[config.mk]
export PLATFORM = sky130hd
export DESIGN_NAME = dsd_stream_mon
export DESIGN_NICKNAME = d
export VERILOG_FILES = /design/src/rtl/dsd_mon_pkg.sv /design/src/rtl/dsd_win_tally.sv /design/src/rtl/dsd_fill_track.sv /design/src/rtl/dsd_run_track.sv /design/src/rtl/dsd_stream_mon.sv
export SDC_FILE = /design/constraint.sdc
export NUM_CORES = 1
export LEC_CHECK = 0
export BUFFER_PORTS_ARGS = -buffer_cell sky130_fd_sc_hd__buf_2
export CAP_MARGIN = 5
export CORE_ASPECT_RATIO = 1.1
export CORE_MARGIN = 8
export CORE_UTILIZATION = 59
export DETAILED_ROUTE_END_ITERATION = 10
export HOLD_SLACK_MARGIN = 0.1
export MAX_ROUTING_LAYER = met4
export PLACE_DENSITY = 0.88
export RECOVER_POWER = 100
export SLEW_MARGIN = 40
export SYNTH_ARGS = -nofsm -noshare
export SYNTH_HDL_FRONTEND = slang
export SYNTH_SLANG_ARGS = --single-unit
[constraint.sdc]
create_clock -name clk -period 3.21 [get_ports clk]
set_input_delay 0.4815 -clock clk [delete_from_list [all_inputs] [get_ports clk]]
set_output_delay 0.4815 -clock clk [all_outputs]
set_load 0.02 [all_outputs]
[src/rtl/dsd_mon_pkg.sv]
package dsd_mon_pkg;

   typedef enum logic [1:0] {
      MON_FILL   = 2'd0,
      MON_CLEAN  = 2'd1,
      MON_SKEW   = 2'd2,
      MON_STATIC = 2'd3
   } mon_state_e;

   // Stuck-detector source selection
   localparam int unsigned SRC_WINDOW = 0;
   localparam int unsigned SRC_RUN    = 1;

   function automatic int unsigned tally_width(input int unsigned depth);
      return $clog2(depth + 1);
   endfunction

endpackage

[src/rtl/dsd_win_tally.sv]
// Sliding window of the last WIN bits with a running count of ones.
module dsd_win_tally #(
   parameter int unsigned WIN = 28,
   parameter int unsigned CW  = 5
) (
   input  logic          clk,
   input  logic          rst_n,
   input  logic          stb,
   input  logic          bit_in,
   output logic [CW-1:0] ones_nxt
);

   logic [WIN-1:0] hist_q;
   logic [CW-1:0]  ones_q;
   logic           leave_bit;

   // Oldest bit sits at the top; it leaves as a new bit enters at the bottom.
   assign leave_bit = hist_q[WIN-1];

   always_comb begin
      if (stb) begin
         ones_nxt = ones_q + CW'(bit_in) - CW'(leave_bit);
      end else begin
         ones_nxt = ones_q;
      end
   end

   always_ff @(posedge clk or negedge rst_n) begin
      if (!rst_n) begin
         hist_q <= '0;
         ones_q <= '0;
      end else if (stb) begin
         hist_q <= {hist_q[WIN-2:0], bit_in};
         ones_q <= ones_nxt;
      end
   end

endmodule

[src/rtl/dsd_fill_track.sv]
// Counts accepted bits up to WIN and reports when the window holds real data.
module dsd_fill_track #(
   parameter int unsigned WIN = 28,
   parameter int unsigned CW  = 5
) (
   input  logic clk,
   input  logic rst_n,
   input  logic stb,
   output logic full_nxt
);

   localparam logic [CW-1:0] LIMIT   = CW'(WIN);
   localparam logic [CW-1:0] LIMIT_M = CW'(WIN - 1);

   logic [CW-1:0] seen_q;
   logic          full_q;

   assign full_q   = (seen_q == LIMIT);
   assign full_nxt = full_q || (stb && (seen_q == LIMIT_M));

   always_ff @(posedge clk or negedge rst_n) begin
      if (!rst_n) begin
         seen_q <= '0;
      end else if (stb && !full_q) begin
         seen_q <= seen_q + 1'b1;
      end
   end

endmodule

[src/rtl/dsd_run_track.sv]
// Length of the current run of identical bits, saturating at WIN.
module dsd_run_track #(
   parameter int unsigned WIN = 28,
   parameter int unsigned CW  = 5
) (
   input  logic clk,
   input  logic rst_n,
   input  logic stb,
   input  logic bit_in,
   output logic run_full_nxt
);

   localparam logic [CW-1:0] LIMIT = CW'(WIN);

   logic [CW-1:0] run_q;
   logic [CW-1:0] run_nxt;
   logic          last_q;

   always_comb begin
      run_nxt = run_q;
      if (stb) begin
         if ((run_q != '0) && (bit_in == last_q)) begin
            run_nxt = (run_q == LIMIT) ? LIMIT : run_q + 1'b1;
         end else begin
            run_nxt = CW'(1);
         end
      end
   end

   assign run_full_nxt = (run_nxt == LIMIT);

   always_ff @(posedge clk or negedge rst_n) begin
      if (!rst_n) begin
         run_q  <= '0;
         last_q <= 1'b0;
      end else if (stb) begin
         run_q  <= run_nxt;
         last_q <= bit_in;
      end
   end

endmodule

[src/rtl/dsd_stream_mon.sv]
module dsd_stream_mon
   import dsd_mon_pkg::*;
#(
   parameter int unsigned WIN        = 28,
   parameter int unsigned INV_THRESH = 24,
   parameter int unsigned STATIC_SRC = SRC_WINDOW
) (
   input  logic       clk,
   input  logic       rst_n,
   input  logic       smp_stb,
   input  logic       smp_bit,
   input  logic       static_en,
   input  logic       invalid_en,
   output logic       mute_req,
   output logic       atten_req,
   output logic [1:0] status
);

   localparam int unsigned   CW    = tally_width(WIN);
   localparam logic [CW-1:0] WIN_C = CW'(WIN);
   localparam logic [CW-1:0] THR_C = CW'(INV_THRESH);

   // Elaboration-time parameter checks
   generate
      if (WIN < 2) begin : g_bad_win
         $error("dsd_stream_mon: WIN must be at least 2");
      end
      if (INV_THRESH >= WIN) begin : g_bad_thr
         $error("dsd_stream_mon: INV_THRESH must be below WIN");
      end
      if ((2 * INV_THRESH + 1) < WIN) begin : g_overlap
         $error("dsd_stream_mon: INV_THRESH too small, ones and zeros could both dominate");
      end
      if (STATIC_SRC > SRC_RUN) begin : g_bad_src
         $error("dsd_stream_mon: STATIC_SRC must be SRC_WINDOW or SRC_RUN");
      end
   endgenerate

   logic [CW-1:0] ones_nxt;
   logic [CW-1:0] zeros_nxt;
   logic          full_nxt;
   logic          stuck_nxt;
   logic          skew_nxt;
   logic          mute_d;
   logic          atten_d;
   mon_state_e    state_d;
   mon_state_e    state_q;

   dsd_win_tally #(.WIN(WIN), .CW(CW)) u_tally (
      .clk      (clk),
      .rst_n    (rst_n),
      .stb      (smp_stb),
      .bit_in   (smp_bit),
      .ones_nxt (ones_nxt)
   );

   dsd_fill_track #(.WIN(WIN), .CW(CW)) u_fill (
      .clk      (clk),
      .rst_n    (rst_n),
      .stb      (smp_stb),
      .full_nxt (full_nxt)
   );

   assign zeros_nxt = WIN_C - ones_nxt;
   assign skew_nxt  = (ones_nxt > THR_C) || (zeros_nxt > THR_C);

   generate
      if (STATIC_SRC == SRC_RUN) begin : g_stuck_run
         logic run_full_nxt;
         dsd_run_track #(.WIN(WIN), .CW(CW)) u_run (
            .clk          (clk),
            .rst_n        (rst_n),
            .stb          (smp_stb),
            .bit_in       (smp_bit),
            .run_full_nxt (run_full_nxt)
         );
         assign stuck_nxt = run_full_nxt;
      end else begin : g_stuck_win
         assign stuck_nxt = (ones_nxt == '0) || (ones_nxt == WIN_C);
      end
   endgenerate

   assign mute_d  = static_en  && full_nxt && stuck_nxt;
   assign atten_d = invalid_en && full_nxt && skew_nxt;

   always_comb begin
      if (!full_nxt) begin
         state_d = MON_FILL;
      end else if (mute_d) begin
         state_d = MON_STATIC;
      end else if (atten_d) begin
         state_d = MON_SKEW;
      end else begin
         state_d = MON_CLEAN;
      end
   end

   always_ff @(posedge clk or negedge rst_n) begin
      if (!rst_n) begin
         mute_req  <= 1'b0;
         atten_req <= 1'b0;
         state_q   <= MON_FILL;
      end else if (smp_stb) begin
         mute_req  <= mute_d;
         atten_req <= atten_d;
         state_q   <= state_d;
      end
   end

   assign status = state_q;

endmodule

==> impl_metrics.py, run 1 <==
metrics = {
    "outcome": {
        "status": "finished, violations left",
        "violations": "capacitance limit, slew limit",
    },
    "clock_network": {
        "cts_hold_buf": 1,
        "post-cts-setup-buffers": 0,
        "numCtsBuffers": 5,
        "clkLatencyLatePin_ns": 0.36,
        "cts.sinks": 42,
        "cts_resized": 0,
        "cts_tree": "done",
        "cts.clk_slew.worst_paths_ns": 0.14,
        "cts_root_buf": "clkbuf_4",
        "h-tree-depth": 2,
        "clk_path_buf_depth": 2,
    },
    "sta": {
        "timing.fmax_mhz": 354,
        "hold_viol": 0,
        "finClkSkew_ns": 0.0218,
        "finalSetupViolations": 0,
        "fin_setup_tns_ns": 0,
        "fin_crit_ns": 2.82,
        "worstMarginPinSlew_ns": 2.12,
        "min_period_over_period": 0.879,
        "relSlewSlack": -0.415,
        "timing.final.ws_setup_ns": 0.388,
        "slew_viol_final": 43,
        "rsz0062_at_grt": "false",
    },
    "cells_and_area": {
        "final_core_util": 0.643,
        "area_growth_pct": 6.78,
        "antenna-diode-count": 0,
        "fin_area_um2": 2090,
        "finish.net_count": 184,
        "drive_gt1_frac": 0.263,
    },
    "critical_path": {
        "end_kind": "register",
        "max_stage_delay_ns": 0.44,
        "required_ns": 3.51,
        "path_cells": "inv_1 -> ha_1 -> inv_1 -> ha_1 -> fa_1 -> a21oi_1 -> mux2i_1 -> a211oi_4 -> a311o_2 -> o211ai_1 -> o221a_1",
        "rr_worst_depth": 11,
        "crit_fanout": 5,
        "cp-start-kind": "register",
        "critical_path.slowest_cell": "fa_1",
        "crit_arrival_ns": 3.12,
        "criticalPathCategory": "reg -> reg",
    },
    "grt": {
        "grt_antenna_before_repair": 0,
        "grt_pass1_vias": 1338,
        "grt-ovfl-total": 0,
        "grt_pass1_wl_um": 5810,
        "grt_max_degree": 52,
        "track_usage": 0.139,
    },
    "yosys": {
        "ys_types": 37,
        "syn_avg_cell_area_um2": 12.4,
        "syn_area_um2": 1960,
        "synth_area_leaders": "dfrtp_1 (54%), mux2_2 (16%), ha_1 (4.5%), xnor2_1 (2.2%), inv_1 (2.1%)",
        "yosys.area.top_type": "dfrtp_1",
        "yosysTopAreaCellShare": 0.537,
        "syn_nets": 172,
        "synth_seq_cells": 42,
        "ys_seq_area_frac": 0.537,
        "yosysWarnings": 0,
        "synth_cells": 158,
    },
    "route": {
        "routedWlPerCell_um": 15.8,
        "wirelength_um": 3260,
        "drcViolationCount": 0,
        "drt_iter0_markers": 71,
        "route.antenna.remaining_nets": 0,
        "viasPerCell": 5.89,
        "vias": 1220,
        "dr.pass1.iters": 4,
    },
    "power": {
        "irDropWorstVdd_v": 0.000496,
        "powerDensity_nw_per_um2": 952,
        "p_switching_uw": 751,
        "p_sw_frac": 0.378,
        "power.total_mw": 1.99,
        "comb_power_share": 0.417,
        "p_leak_nw": 0.931,
        "pwr-share-clk": 0.136,
        "sequentialPowerShare": 0.447,
        "intPower_mw": 1.24,
    },
    "die": {
        "coreArea_um2": 3250,
        "ioPinCount": 10,
        "initial_core_util": 0.602,
        "die_w_um": 70.9,
        "die_height_um": 76.4,
        "die_area_um2": 5410,
        "rows": 22,
    },
    "placement": {
        "gp_congestion": 0.911,
        "dpl-instance-area_um2": 2030,
        "dp_hpwl_um": 2370,
        "io_buffers": 9,
        "place_ws_ns": 0.512,
    },
    "min_path": {
        "min_path_cells": 2,
        "hp-class": "in -> reg",
    },
    "run": {
        "drv_cap": 1,
    },
}
-- kinds of logic (layout without fill, tap and decap cells) --
group	count (synthesis)	count (layout)	synth area share
compound gates	27	27	0.104
xor+xnor	5	5	0.0224
buf+inv	18	31	0.0352
simple gates	29	29	0.0800
mux	29	29	0.166
flops	42	42	0.537
fa+ha+maj	8	8	0.0550
-- metrics by stage --
stage	hold slack [ns]	instances
final	0.378	207
after global routing	0.368	207
after global placement	0.485	198
after floorplan	0.186	158
after detailed placement	0.490	198
after CTS	0.367	207
-- synthesized netlist by cell type, drive strengths merged --
| cell | count |
|---|---|
| o211ai | 1 |
| or4b | 1 |
| xnor2 | 5 |
| nand2 | 10 |
| o2111ai | 1 |
| a311o | 1 |
| nand3 | 4 |
| nand4 | 2 |
| or3 | 1 |
| a31oi | 1 |
| a32o | 1 |
| clkbuf | 4 |
| o221a | 1 |
| mux2 | 28 |
| buf | 2 |
| o32ai | 1 |
| nand2b | 1 |
| a211oi | 2 |
| ha | 7 |
| nor3 | 1 |
| dfrtp | 42 |
| a21oi | 4 |
| nor2 | 3 |
| inv | 12 |
| fa | 1 |
| mux2i | 1 |
| nor3b | 3 |
| a21o | 2 |
| o21a | 3 |
| o21ai | 8 |
| a311oi | 1 |
| and3 | 3 |
-- registers in the layout, indices dropped and copies added, names as in the netlist --
| register | cells |
|---|---|
| u_fill.seen_q | 5 |
| status | 2 |
| u_tally.hist_q | 28 |
| u_tally.ones_q | 5 |
| atten_req | 1 |
| mute_req | 1 |
-- worst paths after layout --
path	to	slack, ns	from
worst max-delay path	status[0]	0.39	u_tally.ones_q[0]
worst min-delay path	u_tally.hist_q[0]	0.38	smp_bit
worst max register to register	status[0]	0.39	u_tally.ones_q[0]
worst min register to register	u_tally.hist_q[26]	0.50	u_tally.hist_q[25]
max in group asynchronous	u_tally.hist_q[7]	0.72	rst_n
min in group asynchronous	u_tally.hist_q[2]	1.26	rst_n
-- routing by layer --
metal / part of all wire / GRT usage
met5: 0 / -
met2: 0.53 / 0.240
met1: 0.40 / 0.135
met3: 0.034 / 0.0408
met4: 0.034 / 0.0750
-- power groups by stage --
stage | combinational (mW) | sequential, mW | clock, mW
4_1_cts | 0.838 | 0.891 | 0.282
5_1_grt | 0.921 | 0.920 | 0.299
3_5_place_dp | 0.830 | 0.905 | 0
3_3_place_gp | 0.774 | 0.879 | 0
6_report | 0.829 | 0.888 | 0.271
2_1_floorplan | 0.673 | 0.858 | 0
-- area by class of cell --
type | instances | area, µm²
inverter | 12 | 45.0
multi-input combinational | 98 | 831
fill | 289 | 1160
clock inverter | 3 | 23.8
clock buffer | 5 | 37.5
tap | 36 | 45.0
timing repair buffer | 11 | 55.1
sequential | 42 | 1050
-- layout by cell type, fill, tap and decap left out, types with 2 or more instances in the layout --
| cell | n |
|---|---|
| clkbuf_4 | 5 |
| buf_2 | 3 |
| nand2_1 | 10 |
| inv_1 | 11 |
| xnor2_1 | 5 |
| a21oi_1 | 4 |
| a21o_1 | 2 |
| nand4_1 | 2 |
| nor3b_1 | 3 |
| o21a_1 | 3 |
| clkbuf_1 | 6 |
| ha_1 | 7 |
| dfrtp_1 | 42 |
| o21ai_0 | 8 |
| nor2_1 | 3 |
| mux2_2 | 28 |
| clkinvlp_4 | 2 |
| nand3_1 | 4 |
-- worst max-delay path: cells and delay by family, from the launching register on --
kind                       cells  cell delay [ns]
AOI/OAI and AO/OA              5             1.02
buffers and inverters          2             0.12
muxes                          1             0.33
DFF                            1             0.37
adders and majority gates      3             0.92
(Power assumes the default switching activity.)
==> run 2, diff against run 1 <==
- CORE_MARGIN: 8 -> not set
==> run 2 against run 1 <==
The flow finishes with violations (DRC, capacitance limit, slew limit); via count down 0.98%; cell count down 0.97%; combinational power down 2%; critical path depth unchanged; clock skew down 0.0088 ns; maximum frequency up 0.55%; core utilization up 3.4 points; sequential cell count unchanged; clock-buffer cell count unchanged; critical path type unchanged.
==> impl_metrics.py, run 2 (same netlist as run 1, synthesis figures left out) <==
metrics = {
    "sta": {
        "relSlewSlack": -0.415,
        "finClkSkew_ns": 0.0130,
        "fin_hold_ws_ns": 0.396,
        "fin_crit_ns": 2.81,
        "rsz0062_at_grt": "false",
        "min_period_over_period": 0.874,
        "finalSetupViolations": 0,
        "fin_setup_tns_ns": 0,
        "hold_viol": 0,
        "worstMarginPinSlew_ns": 2.12,
        "slew_viol_final": 43,
        "timing.fmax_mhz": 356,
    },
    "power": {
        "pwr-share-clk": 0.159,
        "irDropWorstVdd_v": 0.000552,
        "p_leak_nw": 0.947,
        "intPower_mw": 1.31,
        "powerDensity_nw_per_um2": 964,
        "p_sw_frac": 0.354,
        "power.total_mw": 2.02,
        "sequentialPowerShare": 0.440,
        "comb_power_share": 0.400,
        "p_switching_uw": 717,
    },
    "clock_network": {
        "numCtsBuffers": 5,
        "post-cts-setup-buffers": 0,
        "cts.clk_slew.worst_paths_ns": 0.12,
        "clkLatencyLatePin_ns": 0.35,
        "h-tree-depth": 2,
        "clk_path_buf_depth": 2,
        "cts_root_buf": "clkbuf_4",
        "cts_tree": "done",
        "cts.sinks": 42,
    },
    "die": {
        "ioPinCount": 10,
        "die_height_um": 62.4,
        "die_area_um2": 3550,
        "coreArea_um2": 3100,
        "rows": 21,
        "die_w_um": 56.9,
        "initial_core_util": 0.631,
    },
    "cells_and_area": {
        "drive_gt1_frac": 0.263,
        "top_register": "u_tally.hist_q",
        "area_growth_pct": 7.36,
        "fin_area_um2": 2100,
        "largest_reg_flops": 28,
        "top_regs": "u_tally.hist_q (28), u_fill.seen_q (5), u_tally.ones_q (5)",
        "finish.net_count": 184,
        "final_cell_mix": "dfrtp_1 (42), mux2_2 (28), inv_1 (11)",
        "final_core_util": 0.677,
        "final_common_cell": "dfrtp_1",
        "antenna-diode-count": 0,
    },
    "route": {
        "drt_iter0_markers": 76,
        "viasPerCell": 5.89,
        "routedWlPerCell_um": 15.0,
        "drcViolationCount": 5,
        "wirelength_um": 3070,
        "dr.pass1.iters": 9,
        "route.antenna.remaining_nets": 0,
        "vias": 1208,
    },
    "critical_path": {
        "rr_worst_depth": 11,
        "critical_path.slowest_cell": "fa_1",
        "criticalPathCategory": "reg -> reg",
        "path_cells": "inv_1 -> ha_1 -> inv_1 -> ha_1 -> fa_1 -> a21oi_1 -> mux2i_1 -> a211oi_4 -> a311o_2 -> o211ai_1 -> o21ai_0",
        "crit_arrival_ns": 3.00,
        "end_kind": "register",
        "max_stage_delay_ns": 0.43,
        "cp-start-kind": "register",
        "crit_fanout": 5,
        "required_ns": 3.41,
    },
    "run": {
        "drv_cap": 1,
    },
    "outcome": {
        "status": "finished, violations left",
        "violations": "DRC, capacitance limit, slew limit",
    },
    "placement": {
        "gp_congestion": 0.911,
        "io_buffers": 9,
        "dp_hpwl_um": 2130,
        "dpl-instance-area_um2": 2030,
    },
    "min_path": {
        "min_path_cells": 2,
        "hp-class": "in -> reg",
    },
    "grt": {
        "grt_pass1_vias": 1242,
        "grt-ovfl-total": 0,
        "grt_antenna_before_repair": 0,
        "grt_max_degree": 57,
        "track_usage": 0.210,
        "grt_pass1_wl_um": 5510,
    },
}
-- run 2: timing repair --
item | 4_1_cts | 5_1_grt
gates resized for setup | 0 | 0
hold buffers | 1 | 0
endpoints found under the hold margin | 22 | 0
-- run 2: critical path: cells and delay by family, from the launching register on --
kind / cells / cell delay (ns)
adder cells (fa/ha/maj): 3 / 0.90
flip-flops: 1 / 0.38
buffers and inverters: 2 / 0.11
AO/OA/AOI/OAI: 5 / 0.95
multiplexers: 1 / 0.31
-- run 2: path summary, 6_finish.rpt --
| path | startpoint | end | slack, ns |
|---|---|---|---|
| hold reg to reg | u_fill.seen_q[4] | u_fill.seen_q[4] | 0.51 |
| setup reg to reg | u_tally.ones_q[0] | atten_req | 0.40 |
| hold / removal | smp_bit | u_tally.hist_q[0] | 0.40 |
| setup / recovery | u_tally.ones_q[0] | atten_req | 0.40 |
| min in group asynchronous | rst_n | u_tally.ones_q[4] | 1.27 |
| max in group asynchronous | rst_n | u_tally.hist_q[8] | 0.72 |
-- run 2: through the flow --
| step | worst slack, ns | instances |
|---|---|---|
| 3_5_place_dp | 0.531 | 196 |
| 2_1_floorplan | 0.697 | 158 |
| 4_1_cts | 0.480 | 205 |
| 5_1_grt | 0.182 | 205 |
| 3_3_place_gp | 0.627 | 196 |
| 6_report | 0.404 | 205 |
-- run 2: metal layers --
| layer | track usage | up-vias | wire length, µm |
|---|---|---|---|
| met2 | 0.343 | 24 | 1550 |
| li1 | - | 581 | - |
| met4 | 0.0854 | 0 | 57 |
| met1 | 0.246 | 596 | 1320 |
| met3 | 0.0559 | 7 | 139 |
| met5 | - | - | 0 |
-- run 2: cell type report --
| type | count | area, µm² |
|---|---|---|
| Inverter | 12 | 45.0 |
| Clock buffer | 5 | 37.5 |
| Sequential cell | 42 | 1050 |
| Tap cell | 34 | 42.5 |
| Fill cell | 246 | 1000 |
| Multi-Input combinational cell | 98 | 831 |
| Clock inverter | 3 | 40.0 |
| Timing Repair Buffer | 11 | 52.6 |
-- run 2: power groups by stage --
stage / sequential (mW) / combinational [mW] / clock, mW
3_5_place_dp: 0.901 / 0.815 / 0
2_1_floorplan: 0.858 / 0.673 / 0
4_1_cts: 0.891 / 0.824 / 0.334
6_report: 0.890 / 0.810 / 0.323
5_1_grt: 0.917 / 0.916 / 0.353
3_3_place_gp: 0.879 / 0.776 / 0
